==> src/rtl/sfc_pkg.sv <==
package sfc_pkg;
  localparam int NSTEP  = 8;
  localparam int NTRANS = 8;

  typedef logic [NSTEP-1:0]  step_vec_t;
  typedef logic [NTRANS-1:0] trans_vec_t;

  localparam step_vec_t INIT_STEPS = step_vec_t'(1);

  // Source steps of each transition (index = transition number minus one)
  localparam step_vec_t SRC_MASK [0:NTRANS-1] = '{
    8'h01, 8'h02, 8'h02, 8'h04, 8'h08, 8'h10, 8'h20, 8'hC0
  };
  // Destination steps of each transition
  localparam step_vec_t DST_MASK [0:NTRANS-1] = '{
    8'h02, 8'h04, 8'h08, 8'h10, 8'h10, 8'h60, 8'h80, 8'h01
  };

  // Selective choice: the left transition blocks the right one
  localparam int SEL_LEFT  = 1;
  localparam int SEL_RIGHT = 2;
endpackage

==> src/rtl/sfc_reset_sync.sv <==
module sfc_reset_sync #(
  parameter int STAGES = 2
) (
  input  logic clk,
  input  logic rst_n,
  output logic rst_sync_n
);
  logic [STAGES-1:0] chain_q;

  always_ff @(posedge clk or negedge rst_n) begin
    if (!rst_n) chain_q <= '0;
    else        chain_q <= {chain_q[STAGES-2:0], 1'b1};
  end

  assign rst_sync_n = chain_q[STAGES-1];
endmodule

==> src/rtl/sfc_fire_logic.sv <==
module sfc_fire_logic
  import sfc_pkg::*;
(
  input  step_vec_t  active,
  input  logic       scan_strobe,
  input  trans_vec_t cond,
  output trans_vec_t fire
);
  trans_vec_t enabled;
  trans_vec_t raw_fire;

  for (genvar t = 0; t < NTRANS; t++) begin : g_trans
    // every source step must be active
    assign enabled[t]  = &(active | ~SRC_MASK[t]);
    assign raw_fire[t] = enabled[t] & cond[t] & scan_strobe;
  end

  always_comb begin
    fire = raw_fire;
    if (raw_fire[SEL_LEFT]) fire[SEL_RIGHT] = 1'b0;
  end
endmodule

==> src/rtl/sfc_step_bank.sv <==
module sfc_step_bank
  import sfc_pkg::*;
(
  input  logic       clk,
  input  logic       rst_n,
  input  logic       chart_reset,
  input  logic       scan_strobe,
  input  trans_vec_t fire,
  output step_vec_t  active,
  output step_vec_t  entry
);
  step_vec_t leave_v;
  step_vec_t arrive_v;
  step_vec_t active_d;
  step_vec_t entry_d;
  logic      update_en;

  always_comb begin
    leave_v  = '0;
    arrive_v = '0;
    for (int t = 0; t < NTRANS; t++) begin
      if (fire[t]) begin
        leave_v  = leave_v  | SRC_MASK[t];
        arrive_v = arrive_v | DST_MASK[t];
      end
    end
  end

  assign update_en = chart_reset | scan_strobe;

  always_comb begin
    if (chart_reset)      active_d = INIT_STEPS;
    else if (scan_strobe) active_d = (active & ~leave_v) | arrive_v;
    else                  active_d = active;
    entry_d = update_en ? (active_d & ~active) : '0;
  end

  always_ff @(posedge clk or negedge rst_n) begin
    if (!rst_n) begin
      active <= INIT_STEPS;
      entry  <= '0;
    end else begin
      if (update_en) active <= active_d;
      entry <= entry_d;
    end
  end

  p_reset_init_r2: assert property (@(posedge clk) disable iff (!rst_n)
    chart_reset |=> (active == INIT_STEPS));

  p_hold_no_strobe_r3: assert property (@(posedge clk) disable iff (!rst_n)
    (!scan_strobe && !chart_reset) |=> $stable(active));

  for (genvar s = 0; s < NSTEP; s++) begin : g_chk
    p_entry_edge_r9: assert property (@(posedge clk) disable iff (!rst_n)
      entry[s] |-> (active[s] && !$past(active[s])));
    p_entry_single_r9: assert property (@(posedge clk) disable iff (!rst_n)
      entry[s] |=> !entry[s]);
  end
endmodule

==> src/rtl/sfc_sequencer.sv <==
module sfc_sequencer
  import sfc_pkg::*;
(
  input  logic             clk,
  input  logic             rst_n,
  input  logic             scan_strobe,
  input  logic             chart_reset,
  input  logic [NTRANS-1:0] cond,
  output logic [NSTEP-1:0]  step_active,
  output logic [NSTEP-1:0]  step_entry
);
  logic       rst_sync_n;
  trans_vec_t fire;
  step_vec_t  active;
  step_vec_t  entry;

  sfc_reset_sync #(.STAGES(2)) u_rst (
    .clk        (clk),
    .rst_n      (rst_n),
    .rst_sync_n (rst_sync_n)
  );

  sfc_fire_logic u_fire (
    .active      (active),
    .scan_strobe (scan_strobe),
    .cond        (cond),
    .fire        (fire)
  );

  sfc_step_bank u_bank (
    .clk         (clk),
    .rst_n       (rst_sync_n),
    .chart_reset (chart_reset),
    .scan_strobe (scan_strobe),
    .fire        (fire),
    .active      (active),
    .entry       (entry)
  );

  assign step_active = active;
  assign step_entry  = entry;

  p_never_empty_r1: assert property (@(posedge clk) disable iff (!rst_sync_n)
    step_active != '0);

  p_one_branch_r6: assert property (@(posedge clk) disable iff (!rst_sync_n)
    !(step_active[2] && step_active[3]));

  p_fork_pair_r7: assert property (@(posedge clk) disable iff (!rst_sync_n)
    (step_active[4] && scan_strobe && cond[5] && !chart_reset)
      |=> (step_active[5] && step_active[6]));

  p_join_wait_r8: assert property (@(posedge clk) disable iff (!rst_sync_n)
    (step_active[7] && !step_active[6] && !chart_reset) |=> step_active[7]);

  p_inactive_ignored_r4: assert property (@(posedge clk) disable iff (!rst_sync_n)
    (!step_active[4] && !step_active[5] && !step_active[6] && !chart_reset)
      |=> !step_active[5]);
endmodule

==> config.mk <==
export PLATFORM = sky130hd
export DESIGN_NAME = sfc_sequencer
export DESIGN_NICKNAME = d
export VERILOG_FILES = /design/src/rtl/sfc_pkg.sv /design/src/rtl/sfc_reset_sync.sv /design/src/rtl/sfc_fire_logic.sv /design/src/rtl/sfc_step_bank.sv /design/src/rtl/sfc_sequencer.sv
export SDC_FILE = /design/constraint.sdc
export NUM_CORES = 1
export LEC_CHECK = 0
export BUFFER_PORTS_ARGS = -buffer_cell sky130_fd_sc_hd__buf_2
export CORE_MARGIN = 4
export CORE_UTILIZATION = 50
export CTS_CLUSTER_SIZE = 14
export DETAILED_ROUTE_END_ITERATION = 8
export PLACE_DENSITY = 0.86
export SYNTH_ARGS = -nofsm -noshare
export SYNTH_HDL_FRONTEND = slang
export SYNTH_SLANG_ARGS = --single-unit
==> constraint.sdc <==
create_clock -name clk -period 1.35 [get_ports clk]
set_input_delay 0.27 -clock clk [delete_from_list [all_inputs] [get_ports clk]]
set_output_delay 0.27 -clock clk [all_outputs]
set_load 0.005 [all_outputs]
==> results of run 1 <==
[routing by layer]
metal  part of all wire, %  up-vias  GRT usage (%)  wire, um
met1                    44      277           19.6       696
met2                    47       30           23.5       739
met3                   6.0        4           2.26        94
met4                   2.4        0           11.6        38
met5                     0        -              0         0
li1                      -      274              -         -
[through the flow]
step | std cells | hold WS, ns | setup WS, ns | total power [mW]
after floorplan | 59 | -0.0256 | 0.471 | 0.616
after global placement | 99 | 0.0543 | 0.364 | 0.650
after detailed placement | 99 | 0.0581 | 0.274 | 0.654
after CTS | 104 | 0.186 | 0.101 | 0.928
after global routing | 104 | 0.184 | 0.0726 | 0.957
final | 104 | 0.196 | 0.105 | 0.922
[flip-flops by register name (all words and copies together) (netlist names)]
register and flops:
u_rst.chain_q 2, u_bank.entry 8, u_bank.active 8
[cell type report]
type	count	area [um^2]
Sequential cell	18	452
Fill cell	107	435
Multi-Input combinational cell	38	302
Timing Repair Buffer	28	145
Clock buffer	4	26.3
Tap cell	15	18.8
Inverter	1	3.75
[synthesized netlist by cell type, types with 2 or more instances]
master,n,area [um^2]
a21bo_2,5,50.1
nand3_1,3,15.0
a21oi_1,3,15.0
nand2_1,3,11.3
nor3_2,5,50.1
buf_6,2,22.5
dfrtp_1,17,425
and3_1,2,12.5
[kinds of logic after synthesis]
family	count (synthesis)
buf+inv	3
compound gates	15
flops	18
simple gates	22
other cells	1
[power by group through the flow]
stage          Combinational [mW]  Sequential [mW]  Clock, mW
6_report                   0.0757            0.569      0.277
5_1_grt                    0.0827            0.573      0.302
4_1_cts                    0.0761            0.569      0.282
3_5_place_dp               0.0738            0.580          0
3_3_place_gp               0.0708            0.579          0
2_1_floorplan              0.0384            0.577          0
[worst paths after layout]
| kind | start | to | slack (ns) | depth (start not counted) |
|---|---|---|---|---|
| min reg2reg | u_rst.chain_q[1]$_DFF_PN0_ | u_bank.entry[0]$_DFF_PN0_ | 0.26 | 0 |
| min in group asynchronous | u_rst.chain_q[1]$_DFF_PN0_ | u_bank.entry[0]$_DFF_PN0_ | 0.26 | 0 |
| min | cond[1] | u_bank.entry[3]$_DFF_PN0_ | 0.20 | 2 |
| max | u_bank.active[0]$_DFFE_PN1P_ | step_active[0] | 0.11 | 1 |
| max reg2reg | u_bank.active[1]$_DFFE_PN0P_ | u_bank.entry[3]$_DFF_PN0_ | 0.37 | 2 |
| max in group asynchronous | u_rst.chain_q[1]$_DFF_PN0_ | u_bank.active[5]$_DFFE_PN0P_ | 0.68 | 0 |
==> summary.md, run 1 <==
| Metric | Value |
|---|---|
| Syn Area/Cell | 13.2 um^2 |
| Maximum vdd drop | 544 uV |
| Clock power share | 30.1% |
| Worst-path cell chain | buf_2 |
| I/O pin count | 28 |
| Crit path required time | 1.08 ns |
| Initial antenna violation count | 0 |
| Slowest CP cell | dfstp_2 |
| GP Congestion | 0.712 |
| Row cnt | 13 |
| PostCTS Resize Cnt | 0 |
| Largest net degree at the start of global routing | 17 |
| Die Area | 2250 um^2 |
| Worst path arrival time | 0.97 ns |
| Final Max Tran Viols | 0 |
| Switching share of total power | 23.9% |
| Net Sw Power | 220 uW |
| Power density over the cells | 974 nW/um^2 |
| TritonRoute pass-1 iters | 4 |
| Root buffer cell | clkbuf_4 |
| Final Instance Area | 947 um^2 |
| Synthesized instance count | 59 |
| Leakage Power | 0.476 nW |
| N_diodes | 0 |
| Commonest non-fill, non-tap cell in the layout | buf_2 |
| CTS Buf Count | 3 |
| Fin nets | 102 |
| WP buf/inv | 1 |
| DR vias/cell | 5.63 |
| Buffers on Ports | 27 |
| GRT Overall Usage | 15.4% |
| Yosys synthesis warning count | 0 |
| Final-report setup violation count | 0 |
| Min-delay worst type | in -> reg |
| Post-synthesis compound-gate area fraction | 15.7% |
| Combinational power share | 8.2% |
| Synth Flop Type | dfrtp_1 |
| Yosys cell types | 27 |
| Synth Register Bits | 18 |
| MaxCap Viol Count | 0 |
| CTS tree | done |
| RSZ-0062 raised after global routing | false |
| Adder-cell share of the synthesized area | 0% |
| Clk slew on worst S/H paths | 0.10 ns |
| Worst-margin pin slew | 0.628 ns |
| Post-synthesis mux area share | 0% |
| Post-synthesis sequential area ratio | 57.9% |
| Die width | 47.5 um |
| Core area | 1380 um^2 |
| Synth Area in XOR/XNOR | 0% |
| Initial DRC count | 15 |
| Cts hold-fix bufs | 1 |
| Synth-to-layout area growth | 21.5% |
| CP top delay family | flip-flops |
| Internal Power | 702 uW |
| Global-route wire length before repair | 2.31 mm |
| Final worst path period need | 1.24 ns |
| Worst Path Max Fanout | 4 |
| # DRC | 0 |
| Outcome | complete, no violations |
| Layout cell share with drive strength beyond 1 | 50.6% |
| Crit start category | flip-flop |
| Ys async rst share | 100% |
| GR Overflow Total | 0 |
| Antenna Nets Post-Route | 0 |
| Crit end category | output port |
| Die height | 47.5 um |
| Clk_lat worst skew | 0.29 ns |
| Routed wire length | 1.57 mm |
| Post-synthesis simple-gate area fraction | 22.5% |
| Net Count, Synth | 71 |
| Max frequency | 803 MHz |
| Placed cell area | 911 um^2 |
| Slew HR | 58.1% |
| Period utilisation layout | 92.2% |
| EDFF count, synth | 0 |
| Slowest Stage Delay on Critical Path | 0.57 ns |
| Initial Util | 56.4% |
| Clock sink count | 18 |
| Sequential power share | 61.7% |
| Vias in the first global route | 514 |
| Cell Area, Synth | 779 um^2 |
| Fin util | 68.5% |
| H-tree depth | 1 |
| Crit path kind | reg -> out |
| Setup TNS | 0 ns |
| Most frequent cells in the layout | buf_2, dfrtp_1, nor3_2, a21bo_2 |
| Largest family of logic cells by synthesized area | simple AND/OR/NAND/NOR gates |
| Worst Skew | 0.00295 ns |
| Clk buf depth | 2 |
| Final hold vios | 0 |
| Vias | 585 |
| Post-DP HPWL | 1.15 mm |
| Setup bufs post-CTS | 0 |
| Wire per inst | 15.1 um |
(Power assumes the default switching activity.)
==> run 2: changes to the inputs <==
--- a/config.mk
+++ b/config.mk
@@ -7,10 +7,10 @@
 export LEC_CHECK = 0
 export BUFFER_PORTS_ARGS = -buffer_cell sky130_fd_sc_hd__buf_2
 export CORE_MARGIN = 4
-export CORE_UTILIZATION = 50
+export CORE_UTILIZATION = 47
 export CTS_CLUSTER_SIZE = 14
 export DETAILED_ROUTE_END_ITERATION = 8
-export PLACE_DENSITY = 0.86
+export PLACE_DENSITY = 0.82
 export SYNTH_ARGS = -nofsm -noshare
 export SYNTH_HDL_FRONTEND = slang
 export SYNTH_SLANG_ARGS = --single-unit
==> constraint.sdc (replaced) <==
create_clock -name clk -period 1.3 [get_ports clk]
set_input_delay 0.26 -clock clk [delete_from_list [all_inputs] [get_ports clk]]
set_output_delay 0.26 -clock clk [all_outputs]
set_load 0.005 [all_outputs]
==> run 2 against run 1 <==
Compared with the run above:
- worst setup slack worse by 0.023 ns
- register-to-register slack worse by 0.06 ns
- sequential share of layout area down 0.93 points
- core utilization down 5.8 points
- design area up 2.0%
- hold slack worse by 0.025 ns
- flip-flop and latch count unchanged
- critical path type unchanged
- critical endpoint unchanged
- largest cell class unchanged
==> summary.md, run 2 (synthesized netlist as in run 1, its figures left out) <==
| Metric | Value |
|---|---|
| Outcome | complete, no violations |
| Largest net degree at the start of global routing | 17 (unchanged) |
| Final hold vios | 0 (unchanged) |
| Clock power share | 33.7% (+3.6 points) |
| Initial antenna violation count | 0 (unchanged) |
| Root buffer cell | clkbuf_4 |
| Period utilisation layout | 93.7% |
| Synth-to-layout area growth | 23.9% |
| Max frequency | 821 MHz |
| Worst Hold Endpoint | u_bank.entry[3]$_DFF_PN0_ |
| R2R depth | 2 (unchanged) |
| Leakage Power | 0.487 nW (+2.3%) |
| Switching share of total power | 22.8% (-1.1 points) |
| Top flop regs | u_bank.active: 8 flops, u_bank.entry: 8 flops, u_rst.chain_q: 2 flops |
| Initial Util | 50.6% (-5.8 points) |
| Vias | 581 (-0.68%) |
| DR vias/cell | 5.48 (-2.6%) |
| GR Overflow Total | 0 (unchanged) |
| Clk_lat worst skew | 0.29 ns (about the same) |
| Final Max Tran Viols | 0 (unchanged) |
| Power Total | 1.01 mW (+9.8%) |
| Final-report setup violation count | 0 (unchanged) |
| CTS tree | done |
| Fin worst setup slack | 0.0819 ns (-0.0233 ns) |
| TritonRoute pass-1 iters | 4 (unchanged) |
| Crit end category | output port |
| Layout cell share with drive strength beyond 1 | 52.2% (+1.7 points) |
| Sequential power share | 57.5% (-4.2 points) |
| MaxCap Viol Count | 0 (unchanged) |
| Slowest CP cell | dfstp_2 |
| Worst Setup Slack post-DPL | 0.267 ns (-0.00737 ns) |
| Setup TNS | 0 ns (unchanged) |
| Routed wire length | 1.51 mm (-4.0%) |
| # DRC | 0 (unchanged) |
| H-tree depth | 1 (unchanged) |
| Reg2Reg Launch Point | u_bank.active[6]$_DFFE_PN0P_ |
| Die Area | 2370 um^2 (+5.3%) |
| Crit path required time | 1.04 ns (-0.04 ns) |
| Worst Skew | 0.00527 ns (+0.00232 ns) |
| Worst Path Max Fanout | 4 (unchanged) |
| Fin nets | 103 (+0.98%) |
| Layout filler cell count | 139 (+30%) |
| Maximum vdd drop | 910 uV (+67%) |
| Slowest Stage Delay on Critical Path | 0.56 ns (about the same) |
| GRT Overall Usage | 13.9% (-1.5 points) |
| RSZ-0062 raised after global routing | false |
| Clock sink count | 18 (unchanged) |
| Die width | 48.7 um (+2.6%) |
| WP buf/inv | 1 (unchanged) |
| Final worst path period need | 1.22 ns |
| Reg-to-Reg End | u_bank.active[7]$_DFFE_PN0P_ |
| Worst R2R Setup Slack | 0.31 ns (-0.06 ns) |
| Post-DP HPWL | 1.15 mm (-0.38%) |
| Clk slew on worst S/H paths | 0.10 ns (about the same) |
| Row cnt | 14 (+1) |
| Core area | 1540 um^2 (+11%) |
| Min-delay src | cond[1] |
| Vias in the first global route | 589 (+15%) |
| Antenna Nets Post-Route | 0 (unchanged) |
| GP Congestion | 0.826 (+16%) |
| Global-route wire length before repair | 2.66 mm (+15%) |
| Most frequent cells in the layout | buf_2, dfrtp_1, nor3_2, a21bo_2 |
| Internal Power | 782 uW (+11%) |
| Buffers on Ports | 27 (unchanged) |
| Hold depth | 2 (unchanged) |
| Worst-path cell chain | buf_2 |
| Combinational power share | 8.8% (+0.6 points) |
| I/O pin count | 28 (unchanged) |
| Wire per inst | 14.2 um (-5.8%) |
| Worst path arrival time | 0.96 ns (about the same) |
| Die height | 48.7 um (+2.6%) |
| CP top delay family | flip-flops |
| Initial DRC count | 12 (-3) |
| Clk buf depth | 2 (unchanged) |
| Commonest non-fill, non-tap cell in the layout | buf_2 |
| Crit start category | flip-flop |
| Crit path kind | reg -> out |
| Min-delay worst type | in -> reg |
| N_diodes | 0 (unchanged) |
| Power density over the cells | 1050 nW/um^2 (+7.7%) |
| Net Sw Power | 231 uW (+4.6%) |
| CTS Buf Count | 3 (unchanged) |
## run 2: cell count changes in the layout (fill, tap and decap cells not counted), sizes merged
cell,change
buf,+1
## run 2: per-stage QoR
step / hold WS, ns / utilization (%) / std cells / cell area (um^2)
floorplan: -0.0356 / - / 59 / 779
global placement: 0.0451 / 59.7 / 101 / 920
detailed placement: 0.0514 / 59.7 / 101 / 920
CTS: 0.162 / 62.7 / 106 / 966
global route: 0.158 / 62.7 / 106 / 966
finish: 0.170 / 62.7 / 106 / 966
## run 2: power by group through the flow
stage / clock [mW] / combinational [mW] / sequential [mW]
2_1_floorplan: 0 / 0.0399 / 0.600
3_3_place_gp: 0 / 0.0853 / 0.592
3_5_place_dp: 0 / 0.0877 / 0.593
4_1_cts: 0.351 / 0.0902 / 0.582
5_1_grt: 0.381 / 0.0990 / 0.584
6_report: 0.342 / 0.0892 / 0.582
## run 2: how the worst max path moves through the flow
stage | from | to | slack, ns | cells after the start
final | u_bank.active[0]$_DFFE_PN1P_ | step_active[0] | 0.08 | 1
after floorplan | u_bank.active[6]$_DFFE_PN0P_ | u_bank.active[7]$_DFFE_PN0P_ | 0.42 | 2
after global routing | u_bank.active[0]$_DFFE_PN1P_ | step_active[0] | 0.04 | 1
after detailed placement | scan_strobe | u_bank.entry[3]$_DFF_PN0_ | 0.27 | 3
after global placement | scan_strobe | u_bank.entry[3]$_DFF_PN0_ | 0.32 | 3
after CTS | u_bank.active[0]$_DFFE_PN1P_ | step_active[0] | 0.07 | 1
## run 2: metal layers
| layer | vias to the layer above | track usage [%] | part of all wire [%] |
|---|---|---|---|
| met2 | 29 | 22.4 | 49 |
| met3 | 2 | 5.52 | 8.5 |
| met1 | 274 | 17.8 | 42 |
| li1 | 276 | - | - |
| met4 | 0 | 2.69 | 0.60 |
| met5 | - | 0 | 0 |
## run 2: what timing repair did
| action | CTS | global route |
|---|---|---|
| gates resized for setup | 0 | 0 |
| buffers inserted | 0 | 0 |
| setup endpoints to repair | 0 | 0 |
| hold endpoints to repair | 2 | 0 |
| hold buffers | 1 | 0 |
## run 2: cell type report
cell class | count | area [um^2] | share of cell area [%]
Tap cell | 16 | 20.0 | 2.07
Sequential cell | 18 | 452 | 46.8
Inverter | 1 | 3.75 | 0.389
Clock buffer | 4 | 36.3 | 3.76
Multi-Input combinational cell | 38 | 302 | 31.2
Timing Repair Buffer | 29 | 153 | 15.8
